<file path="src/rtl/hdrPkg.sv">
package hdrPkg;

  // ratio encodings
  localparam logic [1:0] RATIO_X1 = 2'd0;
  localparam logic [1:0] RATIO_X2 = 2'd1;
  localparam logic [1:0] RATIO_X4 = 2'd2;
  localparam logic [1:0] RATIO_X8 = 2'd3;

  // control-to-datapath strobes
  typedef struct packed {
    logic arm;      // new check: clear flags and outputs, sample width mode
    logic capEnc;   // capture protection field from current word
    logic capComp;  // capture packing field and commit ratio/width
  } hdrStrobe_t;

  typedef enum logic [1:0] {
    ST_IDLE = 2'd0,
    ST_RUN  = 2'd1,
    ST_FIN  = 2'd2,
    ST_FAIL = 2'd3
  } hdrState_t;

endpackage

</file>
<file path="src/rtl/hdrCtrl.sv">
module hdrCtrl
  import hdrPkg::*;
#(
  parameter int LEN_W     = 32,
  parameter int ENC_WORD  = 69,
  parameter int COMP_WORD = 229,
  parameter int MIN_LEN   = 230
) (
  input  logic             clk,
  input  logic             rstN,
  input  logic             start,
  input  logic [LEN_W-1:0] streamLen,
  input  logic             wordValid,
  input  logic             wordLast,
  output hdrStrobe_t       strobe,
  output logic             done,
  output logic             err
);

  localparam int CNT_W = $clog2(COMP_WORD + 1);

  hdrState_t        state;
  logic [CNT_W-1:0] wordIdx;
  logic             takeWord;
  logic             lenShort;

  assign lenShort = streamLen < LEN_W'(MIN_LEN);
  assign takeWord = (state == ST_RUN) && wordValid && !start;

  always_comb begin
    strobe.arm     = start;
    strobe.capEnc  = takeWord && (wordIdx == CNT_W'(ENC_WORD));
    strobe.capComp = takeWord && (wordIdx == CNT_W'(COMP_WORD));
  end

  always_ff @(posedge clk) begin
    if (!rstN) begin
      state   <= ST_IDLE;
      wordIdx <= '0;
    end else if (start) begin
      state   <= lenShort ? ST_FAIL : ST_RUN;
      wordIdx <= '0;
    end else if (takeWord) begin
      if (wordIdx == CNT_W'(COMP_WORD)) begin
        state <= ST_FIN;
      end else if (wordLast) begin
        state <= ST_FAIL;
      end else begin
        wordIdx <= wordIdx + 1'b1;
      end
    end
  end

  assign done = (state == ST_FIN);
  assign err  = (state == ST_FAIL);

endmodule

</file>
<file path="src/rtl/hdrPath.sv">
module hdrPath
  import hdrPkg::*;
#(
  parameter int DATA_W   = 32,
  parameter int ENC_LO   = 2,
  parameter int ENC_HI   = 3,
  parameter int COMP_BIT = 1
) (
  input  logic              clk,
  input  logic              rstN,
  input  hdrStrobe_t        strobe,
  input  logic              wideMode,
  input  logic [DATA_W-1:0] wordData,
  output logic [1:0]        ratioCode,
  output logic              widthSel
);

  logic       encFlag;
  logic       modeWide;
  logic       compNow;
  logic [1:0] ratioNext;

  assign compNow = ~wordData[COMP_BIT];

  always_comb begin
    if (!compNow && !encFlag) begin
      ratioNext = RATIO_X1;
    end else begin
      ratioNext = (compNow ? RATIO_X4 : RATIO_X2) + {1'b0, modeWide};
    end
  end

  always_ff @(posedge clk) begin
    if (!rstN) begin
      encFlag   <= 1'b0;
      modeWide  <= 1'b0;
      ratioCode <= RATIO_X1;
      widthSel  <= 1'b0;
    end else if (strobe.arm) begin
      encFlag   <= 1'b0;
      modeWide  <= wideMode;
      ratioCode <= RATIO_X1;
      widthSel  <= 1'b0;
    end else begin
      if (strobe.capEnc) begin
        encFlag <= |wordData[ENC_HI:ENC_LO];
      end
      if (strobe.capComp) begin
        ratioCode <= ratioNext;
        widthSel  <= modeWide;
      end
    end
  end

endmodule

</file>
<file path="src/rtl/hdrRatioSel.sv">
module hdrRatioSel
  import hdrPkg::*;
#(
  parameter int LEN_W     = 32,
  parameter int DATA_W    = 32,
  parameter int ENC_WORD  = 69,
  parameter int COMP_WORD = 229,
  parameter int MIN_LEN   = COMP_WORD + 1
) (
  input  logic              clk,
  input  logic              rstN,
  input  logic              start,
  input  logic [LEN_W-1:0]  streamLen,
  input  logic              wideMode,
  input  logic              wordValid,
  input  logic [DATA_W-1:0] wordData,
  input  logic              wordLast,
  output logic [1:0]        ratioCode,
  output logic              widthSel,
  output logic              done,
  output logic              err
);

  hdrStrobe_t strobe;

  hdrCtrl #(
    .LEN_W(LEN_W), .ENC_WORD(ENC_WORD), .COMP_WORD(COMP_WORD), .MIN_LEN(MIN_LEN)
  ) u_ctrl (
    .clk(clk), .rstN(rstN), .start(start), .streamLen(streamLen),
    .wordValid(wordValid), .wordLast(wordLast), .strobe(strobe),
    .done(done), .err(err)
  );

  hdrPath #(
    .DATA_W(DATA_W)
  ) u_path (
    .clk(clk), .rstN(rstN), .strobe(strobe), .wideMode(wideMode),
    .wordData(wordData), .ratioCode(ratioCode), .widthSel(widthSel)
  );

endmodule

</file>
<file path="config.mk">
export PLATFORM = sky130hd
export DESIGN_NAME = hdrRatioSel
export DESIGN_NICKNAME = d
export VERILOG_FILES = /design/src/rtl/hdrPkg.sv /design/src/rtl/hdrCtrl.sv /design/src/rtl/hdrPath.sv /design/src/rtl/hdrRatioSel.sv
export SDC_FILE = /design/constraint.sdc
export NUM_CORES = 1
export LEC_CHECK = 0
export CAP_MARGIN = 30
export CORE_UTILIZATION = 30
export DETAILED_ROUTE_END_ITERATION = 6
export GPL_TIMING_DRIVEN = 0
export HOLD_SLACK_MARGIN = 0.06
export PLACE_DENSITY = 0.83
export SLEW_MARGIN = 0
export SYNTH_ARGS = -nofsm -noshare
export SYNTH_HDL_FRONTEND = slang
export SYNTH_HIERARCHICAL = 1
export SYNTH_SLANG_ARGS = --single-unit
</file>
<file path="constraint.sdc">
create_clock -name clk -period 3.88 [get_ports clk]
set_clock_uncertainty 0.1 [all_clocks]
set_input_delay 0.776 -clock clk [delete_from_list [all_inputs] [get_ports clk]]
set_output_delay 0.776 -clock clk [all_outputs]
set_load 0.01 [all_outputs]
</file>
==> flow_summary_export.csv <==
group,metric,value,unit
clock_network,cts_setup_buffers,0,
setup_path,setup.worst_path.start_class,"primary input",
timing,rsz0062_at_grt,"no",
min_path,min_to,"u_path/ratioCode[0]",
logic_synthesis,synth_top_area_share,34.19,%
setup_path,regToRegEndpoint,"u_ctrl/wordIdx[3]",
cells_and_area,num_antenna_cells,0,
route,drc_errors,0,
cells_and_area,syn2layout_area_growth,57.69,%
route,vias,960,
clock_network,ctsHtreeMaxLevel,1,
logic_synthesis,synth-seq-cells,15,
placed_design,routabilityCongestion,0.8228,
setup_path,critical_path_class,"in -> reg",
global_route,grt_pass1_vias,1014,
route,totalWireLength,2316,um
placed_design,dp_cells,175,
timing,fin_tns_setup,0,ns
setup_path,slowest_stage,"clkdlybuf4s50_1",
power,comb_power_share,20.0,%
logic_synthesis,synth_area_leaders,"dfxtp_1 34%, nor2_1 5.1%, nor4_1 5.0%, ha_1 4.3%, nand2b_1 3.6%",
setup_path,critPathCaptureType,"flip-flop",
floorplan,die_x,56.11,um
global_route,grt_max_degree,10,
route,firstDrtPassIters,4,
power,p_sw,0.07414,mW
setup_path,r2r_slack,1.86,ns
floorplan,fp.coreArea,0.002758,mm2
route,routedWlPerCell,12.94,um
setup_path,arrival,2.60,ns
setup_path,path_cells,"clkdlybuf4s50_1 -> nand4bb_4 -> or2_2 -> or4_1 -> a21oi_1",
route,ant_nets,0,
setup_path,r2r-start,"u_ctrl/wordIdx[1]",
timing,max_freq,403.8,MHz
timing,timing.final.crit_share,63.82,%
min_path,hold_path_class,"reg -> reg",
clock_network,hold_buffers,0,
placed_design,dpl_cell_area,0.001358,mm2
clock_network,cts_buffers,3,
logic_synthesis,syn_area,878.3,um2
timing,maxSlewHeadroom,72.26,%
logic_synthesis,synth_fp_nets,173,
route,first_iter_violations,20,
power,clock_power_share,29.5,%
timing,finalHoldViolCount,0,
clock_network,cts_tree,"yes",
logic_synthesis,yosysMostFrequentCell,"dfxtp_1",
setup_path,crit_buf_inv,1,
clock_network,clkSlewWorstSetupHoldPaths,0.09,ns
timing,worst_pin_slew,0.4123,ns
cells_and_area,final_area,0.001385,mm2
power,power.internal,0.2396,mW
power,pwr-share-seq,50.5,%
logic_synthesis,synth_area_per_cell,8.783,um2
flow_run,drv_cap,0,
logic_synthesis,synth-main-ff-cell,"dfxtp_1",
floorplan,initial_core_util,31.85,%
timing,slew_viol_final,0,
logic_synthesis,yosysTopAreaCell,"dfxtp_1",
power,peakVddDrop,0.1285,mV
clock_network,clk_path_buf_depth,2,
timing,setup_viol,0,
logic_synthesis,synth_common_cells,"15 x dfxtp_1, 12 x nor2_1, 7 x nor4_1",
floorplan,ios,75,
global_route,grt_overflow,0,
clock_network,cts.sinks,15,
run_status,status,"completed",
logic_synthesis,ys_warn_count,6,
setup_path,cp.required,4.00,ns
logic_synthesis,yosys.cell_types.count,40,
power,switching_share,23.63,%
cells_and_area,nNetsFinal,222,
setup_path,critical_path.max_fanout,7,
power,leakage,0.4610,nW
setup_path,slowest_delay,0.49,ns
logic_synthesis,synth_seq_area_share,34.19,%
clock_network,cts.repair.resized,0,
cells_and_area,drive_gt1_share,7.432,%
setup_path,r2r_cells,7,
setup_path,path_delay_family,"simple AND/OR/NAND/NOR gates",
clock_network,root_buffer,"clkbuf_4",
placed_design,portBuffers,44,
route,via_per_inst,5.363,
logic_synthesis,synth_edf_count,0,
timing,hold_slack,0.3822,ns
global_route,grt_pass1_wl,3981,um
floorplan,die_y,56.11,um
logic_synthesis,async_flop_share,0,%
logic_synthesis,synthCells,100,
placed_design,dpl.hpwl,1881,um
floorplan,dieArea,0.003148,mm2
min_path,hold_depth,2,
global_route,grt_use_total,16.31,%
cells_and_area,fillers,255,
cells_and_area,layout.cells.non_filler,179,
power,power_density,226.5,mW/mm2
min_path,hold_start,"u_path/ratioCode[0]",
global_route,grt_antenna_before_repair,0,
timing,fin_crit,2.476,ns
floorplan,rows,19,
clock_network,worstSkewPairLatency,0.29,ns
==> cell usage in the layout, fill, tap and decap left out, types with 3 or more instances in the layout <==
cell,n
nand2_1,4
xnor2_1,3
nor2_1,12
clkdlybuf4s50_1,44
nor2b_1,3
dfxtp_1,15
inv_1,4
ha_1,3
clkbuf_4,3
nand2b_1,5
a21oi_1,6
nor4_1,7
nand3_1,4
==> metrics by stage <==
step           worst slack [ns]  util, %  total power, mW
6_report                  1.404    50.23           0.3138
5_1_grt                   1.312    50.23           0.3252
4_1_cts                   1.426    50.23           0.3173
3_5_place_dp              1.119    49.23           0.2252
3_3_place_gp              1.161    49.23           0.2231
2_1_floorplan             1.777        -           0.1780
==> flip-flops by register name (all words and copies together), names as in the netlist <==
name / flops
u_ctrl/state: 2
u_ctrl/wordIdx: 8
u_path/encFlag: 1
u_path/modeWide: 1
u_path/ratioCode: 2
u_path/widthSel: 1
==> worst max path at each step <==
| stage | start | end | cells after the start | slack [ns] |
|---|---|---|---|---|
| after floorplan | start | u_ctrl/wordIdx[3] | 4 | 1.78 |
| after global placement | start | u_ctrl/wordIdx[3] | 5 | 1.16 |
| after detailed placement | start | u_ctrl/wordIdx[3] | 5 | 1.12 |
| after CTS | start | u_ctrl/wordIdx[3] | 5 | 1.43 |
| after global routing | start | u_ctrl/wordIdx[3] | 5 | 1.31 |
| final | start | u_ctrl/wordIdx[3] | 5 | 1.40 |
==> power groups by stage <==
stage	combinational, mW	clock [mW]	sequential (mW)
6_report	0.0629	0.0926	0.158
5_1_grt	0.0684	0.0979	0.159
4_1_cts	0.0635	0.0954	0.158
3_5_place_dp	0.0632	0	0.162
3_3_place_gp	0.0612	0	0.162
2_1_floorplan	0.0166	0	0.161
==> worst reg2reg max path: cells and delay by family (launching register included) <==
kind | cells | cell delay [ns]
and+or+nand+nor | 3 | 0.95
DFF | 1 | 0.39
buffers and inverters | 2 | 0.19
adders and majority gates | 1 | 0.17
AOI/OAI and AO/OA | 1 | 0.16
==> area by class of cell <==
class | count | area (um2) | share of cell area [%]
Multi-Input combinational cell | 78 | 540.5 | 39.02
Tap cell | 31 | 38.79 | 2.800
Inverter | 4 | 15.01 | 1.084
Buffer | 3 | 22.52 | 1.626
Clock inverter | 1 | 5.005 | 0.3613
Sequential cell | 15 | 300.3 | 21.68
Clock buffer | 3 | 22.52 | 1.626
Timing Repair Buffer | 44 | 440.4 | 31.80
==> logic make-up (layout without fill, tap and decap cells) <==
group | after synthesis | in the layout | share of synthesized area [%]
simple gates | 51 | 51 | 36.47
buf+inv | 7 | 55 | 4.273
flops | 15 | 15 | 34.19
xor+xnor | 3 | 3 | 2.992
mux | 2 | 2 | 2.279
compound gates | 19 | 19 | 15.53
fa+ha+maj | 3 | 3 | 4.274
==> metal layers <==
metal | track usage [%] | vias to the layer above | wire length (um)
li1 | - | 469 | -
met1 | 16.88 | 435 | 896
met2 | 29.76 | 51 | 1184
met3 | 3.488 | 5 | 182
met4 | 9.756 | 0 | 52
met5 | 0 | - | 0
Note: power is estimated with default switching activity, not from simulation.
